--- src/rtl/tw_pkg.sv ---
package tw_pkg;

    typedef enum logic [1:0] {
        TW_CTRL  = 2'd0,
        TW_WDATA = 2'd1,
        TW_RDATA = 2'd2,
        TW_DONE  = 2'd3
    } tw_state_e;

endpackage

--- src/rtl/tw_sync.sv ---
module tw_sync #(
    parameter int               WIDTH     = 3,
    parameter int               STAGES    = 2,
    parameter logic [WIDTH-1:0] RESET_VAL = '0
) (
    input  logic             clk,
    input  logic             rst_n,
    input  logic [WIDTH-1:0] async_i,
    output logic [WIDTH-1:0] sync_o
);

    for (genvar g = 0; g < WIDTH; g++) begin : g_bit
        logic [STAGES-1:0] chain_d;
        logic [STAGES-1:0] chain_q;

        always_comb begin
            chain_d = {chain_q[STAGES-2:0], async_i[g]};
        end

        always_ff @(posedge clk or negedge rst_n) begin
            if (!rst_n) begin
                chain_q <= {STAGES{RESET_VAL[g]}};
            end else begin
                chain_q <= chain_d;
            end
        end

        assign sync_o[g] = chain_q[STAGES-1];
    end

endmodule

--- src/rtl/tw_frame.sv ---
module tw_frame
    import tw_pkg::*;
#(
    parameter int CTRL_BITS = 8,
    parameter int WR_BYTES  = 8,
    parameter int RD_BYTES  = 16
) (
    input  logic                      clk,
    input  logic                      rst_n,
    input  logic                      sclk_s,
    input  logic                      sen_n_s,
    input  logic                      sdio_s,
    input  logic [RD_BYTES*8-1:0]     rsp_data,
    output logic                      sdio_out,
    output logic                      sdio_oe,
    output logic                      wr_stb,
    output logic [CTRL_BITS-2:0]      wr_opcode,
    output logic [WR_BYTES*8-1:0]     wr_args
);

    localparam int WR_BITS  = WR_BYTES * 8;
    localparam int RD_BITS  = RD_BYTES * 8;
    localparam int OP_W     = CTRL_BITS - 1;
    localparam int MAX_A    = (WR_BITS > CTRL_BITS) ? WR_BITS : CTRL_BITS;
    localparam int MAX_BITS = (RD_BITS > MAX_A) ? RD_BITS : MAX_A;
    localparam int CNT_W    = $clog2(MAX_BITS + 1);

    typedef struct packed {
        tw_state_e            st;
        logic                 sclk_prev;
        logic [CNT_W-1:0]     cnt;
        logic [OP_W-1:0]      ctl;
        logic [OP_W-1:0]      op_pend;
        logic [WR_BITS-2:0]   wsh;
        logic [RD_BITS-1:0]   rsh;
        logic                 oe;
        logic                 dout;
        logic                 stb;
        logic [OP_W-1:0]      op;
        logic [WR_BITS-1:0]   args;
    } frame_t;

    frame_t q, d;
    logic   rise;
    logic   fall;

    always_comb begin
        rise = sclk_s & ~q.sclk_prev;
        fall = ~sclk_s & q.sclk_prev;

        d           = q;
        d.sclk_prev = sclk_s;
        d.stb       = 1'b0;

        if (sen_n_s) begin
            d.st   = TW_CTRL;
            d.cnt  = '0;
            d.oe   = 1'b0;
            d.dout = 1'b0;
        end else begin
            unique case (q.st)
                TW_CTRL: begin
                    if (rise) begin
                        d.ctl = {q.ctl[OP_W-2:0], sdio_s};
                        if (q.cnt == CNT_W'(CTRL_BITS - 1)) begin
                            d.cnt     = '0;
                            d.op_pend = {q.ctl[OP_W-2:0], sdio_s};
                            if (q.ctl[OP_W-1]) begin
                                d.st  = TW_RDATA;
                                d.rsh = rsp_data;
                            end else begin
                                d.st  = TW_WDATA;
                            end
                        end else begin
                            d.cnt = q.cnt + 1'b1;
                        end
                    end
                end
                TW_WDATA: begin
                    if (rise) begin
                        d.wsh = {q.wsh[WR_BITS-3:0], sdio_s};
                        if (q.cnt == CNT_W'(WR_BITS - 1)) begin
                            d.cnt  = '0;
                            d.stb  = 1'b1;
                            d.op   = q.op_pend;
                            d.args = {q.wsh, sdio_s};
                            d.st   = TW_DONE;
                        end else begin
                            d.cnt = q.cnt + 1'b1;
                        end
                    end
                end
                TW_RDATA: begin
                    if (fall) begin
                        if (q.cnt == CNT_W'(RD_BITS)) begin
                            d.oe   = 1'b0;
                            d.dout = 1'b0;
                            d.cnt  = '0;
                            d.st   = TW_DONE;
                        end else begin
                            d.oe   = 1'b1;
                            d.dout = q.rsh[RD_BITS-1];
                            d.rsh  = {q.rsh[RD_BITS-2:0], 1'b0};
                            d.cnt  = q.cnt + 1'b1;
                        end
                    end
                end
                default: begin
                    d.oe   = 1'b0;
                    d.dout = 1'b0;
                end
            endcase
        end
    end

    always_ff @(posedge clk or negedge rst_n) begin
        if (!rst_n) begin
            q <= '{st: TW_CTRL, default: '0};
        end else begin
            q <= d;
        end
    end

    assign sdio_out  = q.dout;
    assign sdio_oe   = q.oe;
    assign wr_stb    = q.stb;
    assign wr_opcode = q.op;
    assign wr_args   = q.args;

endmodule

--- src/rtl/tw_cmd_slave.sv ---
module tw_cmd_slave #(
    parameter int CTRL_BITS   = 8,
    parameter int WR_BYTES    = 8,
    parameter int RD_BYTES    = 16,
    parameter int SYNC_STAGES = 2
) (
    input  logic                  clk,
    input  logic                  rst_n,
    input  logic                  sclk,
    input  logic                  sen_n,
    input  logic                  sdio_in,
    output logic                  sdio_out,
    output logic                  sdio_oe,
    input  logic [RD_BYTES*8-1:0] rsp_data,
    output logic                  wr_stb,
    output logic [CTRL_BITS-2:0]  wr_opcode,
    output logic [WR_BYTES*8-1:0] wr_args
);

    logic [2:0] raw_in;
    logic [2:0] synced;

    assign raw_in = {sdio_in, sen_n, sclk};

    tw_sync #(
        .WIDTH     (3),
        .STAGES    (SYNC_STAGES),
        .RESET_VAL (3'b010)
    ) i_sync (
        .clk     (clk),
        .rst_n   (rst_n),
        .async_i (raw_in),
        .sync_o  (synced)
    );

    tw_frame #(
        .CTRL_BITS (CTRL_BITS),
        .WR_BYTES  (WR_BYTES),
        .RD_BYTES  (RD_BYTES)
    ) i_frame (
        .clk       (clk),
        .rst_n     (rst_n),
        .sclk_s    (synced[0]),
        .sen_n_s   (synced[1]),
        .sdio_s    (synced[2]),
        .rsp_data  (rsp_data),
        .sdio_out  (sdio_out),
        .sdio_oe   (sdio_oe),
        .wr_stb    (wr_stb),
        .wr_opcode (wr_opcode),
        .wr_args   (wr_args)
    );

endmodule

--- config.mk ---
export PLATFORM = sky130hd
export DESIGN_NAME = tw_cmd_slave
export DESIGN_NICKNAME = d
export VERILOG_FILES = /design/src/rtl/tw_pkg.sv /design/src/rtl/tw_sync.sv /design/src/rtl/tw_frame.sv /design/src/rtl/tw_cmd_slave.sv
export SDC_FILE = /design/constraint.sdc
export NUM_CORES = 1
export LEC_CHECK = 0
export ABC_AREA = 1
export BUFFER_PORTS_ARGS = -buffer_cell sky130_fd_sc_hd__buf_2
export CAP_MARGIN = 20
export CORE_MARGIN = 2
export CORE_UTILIZATION = 48
export CTS_CLUSTER_DIAMETER = 50
export CTS_CLUSTER_SIZE = 25
export DETAILED_ROUTE_END_ITERATION = 6
export PLACE_DENSITY = 0.74
export SLEW_MARGIN = 10
export SYNTH_ARGS = -nofsm -noshare
export SYNTH_HDL_FRONTEND = slang
export SYNTH_SLANG_ARGS = --single-unit
--- constraint.sdc ---
create_clock -name clk -period 1.99 [get_ports clk]
set_input_delay 0.0995 -clock clk [delete_from_list [all_inputs] [get_ports clk]]
set_output_delay 0.0995 -clock clk [all_outputs]
set_load 0.02 [all_outputs]
==> results of run 1 <==
==> cell families (layout without fill, tap and decap cells) <==
logic type               Yosys count  count (layout)
XOR/XNOR                           1               1
multiplexers                     129             129
other                              0               3
buffers and inverters            175             492
adder cells (fa/ha/maj)            5               5
AND/OR/NAND/NOR                  864             864
AO/OA/AOI/OAI                     45              45
flip-flops                       296             296
==> flip-flops by register name (all words and copies together) (netlist names) <==
name and flops:
i_frame.wr_opcode 7, i_frame.sdio_out 1, i_frame.wr_stb 1, i_frame.wr_args 64
i_sync.g_bit.chain_q 6, i_frame.q 216, i_frame.sdio_oe 1
==> metrics by stage <==
stage | instances | util
finish | 2213 | 0.631
CTS | 2187 | 0.617
floorplan | 1515 | -
global route | 2212 | 0.631
global placement | 1994 | 0.528
detailed placement | 1994 | 0.528
==> power groups by stage <==
stage                     clock (mW)  sequential, mW  combinational (mW)
after detailed placement           0            8.17                3.98
after global routing            6.89            8.30                5.30
final                           6.48            8.16                4.65
after global placement             0            8.15                3.82
after floorplan                    0            7.99                2.90
after CTS                       6.62            8.11                4.19
==> synth_stat cells <==
master / n / area, µm²
a21oi_1: 8 / 40.0
a22o_1: 1 / 8.76
and2_0: 1 / 6.26
buf_1: 1 / 3.75
buf_2: 18 / 90.1
buf_4: 76 / 571
buf_6: 20 / 225
clkbuf_1: 30 / 113
clkinv_1: 1 / 3.75
dfrtp_1: 294 / 7360
dfstp_2: 2 / 52.6
ha_1: 5 / 62.6
inv_1: 28 / 105
inv_2: 1 / 3.75
mux2_2: 129 / 1450
nand2_1: 823 / 3090
nand3_1: 16 / 80.1
nand4_1: 2 / 12.5
nor2_1: 18 / 67.6
nor2_2: 2 / 12.5
nor2_4: 1 / 11.3
nor3_1: 1 / 5.00
o211ai_1: 2 / 15.0
o21ai_0: 32 / 160
o21ai_1: 1 / 5.00
o21bai_1: 1 / 7.51
xor2_1: 1 / 8.76
==> worst max path at each step <==
stage                   startpoint             endpoint  cells after the start
floorplan           i_frame.q[289]  i_frame.wr_args[10]                      9
global placement    i_frame.q[279]       i_frame.q[139]                     11
detailed placement  i_frame.q[279]       i_frame.q[152]                     11
CTS                 i_frame.q[289]       i_frame.q[197]                     10
global route        i_frame.q[279]       i_frame.q[112]                     12
finish              i_frame.q[289]  i_frame.wr_args[56]                      9
==> routing by layer <==
| layer | vias to the layer above | share of wire |
|---|---|---|
| li1 | 5233 | - |
| met1 | 5214 | 0.41 |
| met2 | 477 | 0.49 |
| met3 | 128 | 0.058 |
| met4 | 0 | 0.045 |
| met5 | - | 0 |
==> repair_timing <==
action | 4_1_cts | 5_1_grt
hold buffers | 132 | 0
setup buffers | 0 | 17
setup endpoints to repair | 1 | 160
gates cloned | 0 | 6
endpoints found under the hold margin | 426 | 0
gates resized for setup | 1 | 25
pin swaps | 0 | 6
==> area by class of cell <==
type / count / area share
Timing Repair Buffer: 401 / 0.185
Tap cell: 378 / 0.0270
Clock inverter: 24 / 0.0161
Sequential cell: 296 / 0.423
Antenna cell: 3 / 0.000428
Clock buffer: 37 / 0.0510
Multi-Input combinational cell: 1044 / 0.292
Inverter: 30 / 0.00650
==> worst max-delay path: cells and delay by family (launching register included) <==
family | cells | cell delay [ns]
simple gates | 3 | 0.33
flops | 1 | 0.38
buf+inv | 4 | 0.53
mux | 1 | 0.35
fa+ha+maj | 1 | 0.20
==> run_results.csv, run 1 <==
group,metric,value,unit
run_status,status,"complete, no violations",
global_routing,use_met1,0.279,
clock_tree,cts.clk_slew.worst_paths,0.07,ns
clock_tree,htreeDepth,2,
die,die_w,172,µm
timing,worst_slew_pin_slew,0.563,ns
critical_path,crit_type,"reg2reg",
routing,ant_nets,0,
synthesis,synth_xor_area_frac,0.000645,
critical_path,rr_endpoint,"i_frame.wr_args[56]",
synthesis,synth_seq_cells,296,
die,io_pins,207,
global_routing,antenna_found_initial,2,
routing,drcViolationCount,0,
critical_path,worst_path_max_delay_cell,"dfrtp_1",
routing,via_count,11100,
finish,layout_commonest_cell,"nand2_1",
critical_path,cp.required,2.38,ns
synthesis,synth_fp_nets,1653,
critical_path,critPathCaptureType,"register",
global_routing,grt-busiest-layer,"met2",
synthesis,syn_area,13600,µm²
placement,port-buffer-count,206,
synthesis,synth.distinct_cells,27,
timing,finClkSkew,0.0182,ns
synthesis,syn-instance-count,1515,
critical_path,r2r_start,"i_frame.q[289]",
synthesis,synth_top_family_by_area,"simple AND/OR/NAND/NOR gates",
global_routing,global_route.usage.met3,0.0385,
clock_tree,clock_latency,0.50,ns
power,combPwrFrac,0.241,
timing,hold_viol_final,0,
global_routing,grt_max_degree,129,
power,seqPwrFrac,0.423,
critical_path,crit_arrival,2.32,ns
routing,wl_per_cell,15.0,µm
synthesis,ys_seq_area_frac,0.546,
die,core_area,27800,µm²
routing,initialDrtViolationCount,705,
clock_tree,cts-root-buf,"clkbuf_16",
finish,final_area,17500,µm²
critical_path,critPathMaxFanout,26,
finish,layout_common_cells,"nand2_1 (818), dfrtp_1 (294), buf_2 (205)",
timing,rsz0062_at_grt,"yes",
synthesis,synth_compound_gate_area_share,0.0174,
die,dieArea,29600,µm²
routing,wl,33.1,mm
die,rows,61,
timing,slew_viol_final,0,
global_routing,track_usage,0.218,
timing,period_minus_slack,1.93,ns
power,power,19.3,mW
critical_path,cp-start-kind,"register",
critical_path,crit_path_max_incr_delay,0.38,ns
timing,period_share,0.971,
clock_tree,cts_buffers,34,
placement,gp_congestion,0.840,
die,start_util,0.488,
routing,viasPerCell,4.99,
timing,worst_hold_slack,0.120,ns
power,ir_worst_vdd,0.000737,V
synthesis,ys_warn_count,0,
worst_hold_path,hp-class,"in2async",
clock_tree,cts.path.max_buffers,3,
critical_path,crit_chain,"inv_1 > ha_1 > nand2_1 > inv_1 > nand2_2 > nor2_4 > buf_12 > buf_16 > mux2_2",
power,p_clk_frac,0.336,
critical_path,reg2reg_slack,0.06,ns
routing,first_pass_iters,5,
timing,worst_slack,0.0580,ns
clock_tree,cts.sinks,296,
global_routing,grtUsageMet2,0.358,
power,netSwitchingPower,6.31,mW
finish,multi_input_area,5110,µm²
power,p_leak,9.76,nW
placement,dpl.hpwl,18.5,mm
global_routing,grt_pass1_wl,52.6,mm
finish,fill_cells,2177,
finish,ff_latch_area,7410,µm²
synthesis,synth.avg_cell_area,8.96,µm²
power,power_density,1100,nW/µm²
critical_path,critPathMostFrequentCell,"inv_1",
timing,fmax,0.518,GHz
synthesis,synth_mux_area_frac,0.107,
global_routing,grt_remaining_overflow,0,
finish,layout.nets,1945,
finish,drive_gt1_frac,0.263,
power,swShare,0.327,
timing,setup_tns,0,ns
placement,preCtsSetupSlack,0.0284,ns
clock_tree,cts_tree,"done",
synthesis,synth-simple-area-share,0.242,
timing,max-slew-margin-rel,0.625,
run,drv_cap,0,
global_routing,grt_pass1_vias,10900,
critical_path,r2r_cells,9,
finish,areaGrowthSynthToFinish,29.2,%
die,die_h,172,µm
timing,setup_viol,0,
placement,placed_cell_area,14700,µm²
power,internal-power,13.0,mW
synthesis,synthAdderAreaFrac,0.00461,
(Power assumes the default switching activity.)
==> inputs of run 2 (changes only) <==
--- a/config.mk
+++ b/config.mk
@@ -11,3 +11,3 @@
 export CORE_MARGIN = 2
-export CORE_UTILIZATION = 48
+export CORE_UTILIZATION = 37
 export CTS_CLUSTER_DIAMETER = 50
@@ -15,3 +15,3 @@
 export DETAILED_ROUTE_END_ITERATION = 6
-export PLACE_DENSITY = 0.74
+export PLACE_DENSITY = 0.61
 export SLEW_MARGIN = 10
--- a/constraint.sdc
+++ b/constraint.sdc
@@ -3,2 +3,2 @@
 set_output_delay 0.0995 -clock clk [all_outputs]
-set_load 0.02 [all_outputs]
+set_load 0.01 [all_outputs]
==> run_results.csv, run 2 (same netlist as run 1, synthesis figures left out) <==
group,metric,value,unit
finish,regMostFlops,"i_frame.q",
die,die_w,196,µm
die,die_h,196,µm
placement,gp_congestion,0.786,
run_status,status,"complete, no violations",
timing,slew_viol_final,0,
timing,period_share,0.962,
global_routing,antenna_found_initial,2,
routing,wl,32.3,mm
critical_path,r2r_cells,12,
global_routing,grt_pass1_vias,10200,
critical_path,critPathCaptureType,"register",
finish,areaGrowthSynthToFinish,28.8,%
critical_path,crit_path_max_incr_delay,0.39,ns
routing,drt-met1-wl,14.9,mm
run,drv_cap,0,
power,power_density,1100,nW/µm²
clock_tree,cts_buffers,35,
placement,dpl.hpwl,18.5,mm
routing,via_count,10500,
routing,ant_nets,0,
finish,finalNonFillerCells,2281,
placement,dp_cells,2069,
placement,port-buffer-count,206,
power,p_leak,9.65,nW
timing,setup_viol,0,
routing,drcViolationCount,0,
finish,fill_cells,3344,
clock_tree,cts.path.max_buffers,3,
timing,period_minus_slack,1.91,ns
finish,layout.nets,1923,
die,dieArea,38200,µm²
timing,worst_slack,0.0758,ns
die,core_area,36300,µm²
critical_path,crit_chain,"ha_2 > nand2_1 > inv_2 > nand2_2 > nor2_4 > nand3_1 > nand2_2 > nand3_4 > buf_12 > clkbuf_16 > nand2_1 > nand2_1",
routing,met3WireLength,1.85,mm
die,start_util,0.373,
global_routing,track_usage,0.161,
routing,initialDrtViolationCount,595,
routing,wl_per_cell,14.2,µm
timing,finClkSkew,0.0292,ns
power,ir_worst_vdd,0.000714,V
critical_path,cp_num_buf_inv,3,
timing,hold_viol_final,0,
global_routing,grt_max_degree,128,
clock_tree,cts-root-buf,"clkbuf_16",
placement,preCtsSetupSlack,0.0331,ns
routing,viasPerCell,4.61,
global_routing,grt_remaining_overflow,0,
clock_tree,htreeDepth,2,
finish,largest_reg_flops,216,
critical_path,critPathMostFrequentCell,"nand2_1",
finish,layout_commonest_cell,"nand2_1",
timing,worst_hold_slack,0.123,ns
clock_tree,cts.clk_slew.worst_paths,0.06,ns
timing,max-slew-margin-rel,0.467,
critical_path,crit_type,"reg2reg",
finish,multi_input_area,5100,µm²
critical_path,reg2reg_slack,0.08,ns
critical_path,r2r_start,"i_frame.q[279]",
routing,first_pass_iters,5,
routing,met2WireLength,14.8,mm
clock_tree,clock_latency,0.53,ns
finish,layout_common_cells,"nand2_1 (820), dfrtp_1 (294), buf_2 (205)",
clock_tree,cts.sinks,296,
finish,drive_gt1_frac,0.250,
critical_path,cp.required,2.38,ns
die,rows,70,
critical_path,critPathMaxFanout,24,
timing,fmax,0.522,GHz
timing,worst_slew_pin_slew,0.799,ns
critical_path,worst_path_max_delay_cell,"dfrtp_1",
critical_path,cpLargestDelayFamily,"simple AND/OR/NAND/NOR gates",
clock_tree,cts_tree,"done",
critical_path,cp-start-kind,"register",
global_routing,grt_pass1_wl,51.0,mm
die,io_pins,207,
finish,ff_latch_area,7410,µm²
worst_hold_path,hp-class,"in2async",
critical_path,crit_arrival,2.31,ns
critical_path,rr_endpoint,"i_frame.q[141]",
routing,routed.top_layer,"met4",
run 2: changes by cell type in the layout (fill, tap and decap cells not counted), sizes merged:
cell / change
buf: -24
diode: -1
bufinv: -2
inv: -1
clkbuf: +6
run 2: final cells by class:
type	instances	area share
well taps	468	0.0335
multi-input cells	1044	0.292
clock inverters	21	0.0133
repair buffers	378	0.175
diodes	2	0.000286
flip-flops and latches	296	0.424
clock buffers	42	0.0552
inverters	30	0.00659
run 2: how the worst max path moves through the flow:
stage	start	endpoint	depth (start not counted)
6_report	i_frame.q[279]	i_frame.q[141]	12
5_1_grt	i_frame.q[279]	i_frame.q[162]	12
4_1_cts	i_frame.q[289]	i_frame.wr_args[21]	8
3_5_place_dp	i_frame.q[289]	i_frame.wr_args[55]	8
3_3_place_gp	i_frame.q[289]	i_frame.wr_args[53]	8
2_1_floorplan	i_frame.q[289]	i_frame.wr_args[10]	9
run 2: worst register-to-register path, stage by stage (launching register included):
cell and delay [ns]:
dfrtp_1 0.39, ha_2 0.20, nand2_1 0.09, inv_2 0.09, nand2_2 0.09, nor2_4 0.15, nand3_1 0.10, nand2_2 0.11
nand3_4 0.08, buf_12 0.17, clkbuf_16 0.21, nand2_1 0.07, nand2_1 0.05
run 2: through the flow:
| stage | total power, mW | setup TNS [ns] | util | area (µm²) |
|---|---|---|---|---|
| 6_report | 19.2 | 0 | 0.481 | 17500 |
| 5_1_grt | 20.5 | -1.18 | 0.481 | 17500 |
| 4_1_cts | 19.0 | 0 | 0.471 | 17100 |
| 3_5_place_dp | 12.1 | 0 | 0.402 | 14600 |
| 3_3_place_gp | 12.0 | 0 | 0.402 | 14600 |
| 2_1_floorplan | 10.9 | 0 | - | 13600 |
run 2: metal layers:
layer,up-vias,GRT usage
met1,4996,0.223
met5,-,0
met4,0,0.0461
met3,45,0.0375
li1,5192,-
met2,278,0.253
run 2: report_power, final:
| group | internal, mW | switching, mW | total, mW |
|---|---|---|---|
| registers | 7.35 | 0.746 | 8.10 |
| clock network | 3.75 | 2.77 | 6.52 |
| logic | 1.81 | 2.75 | 4.56 |
run 2: timing repair:
action                                 CTS  global route
endpoints found under the hold margin  252             0
setup endpoints to repair                0           208
hold buffers                           132             0
resized for setup                        0            16
buffers inserted                         0             6
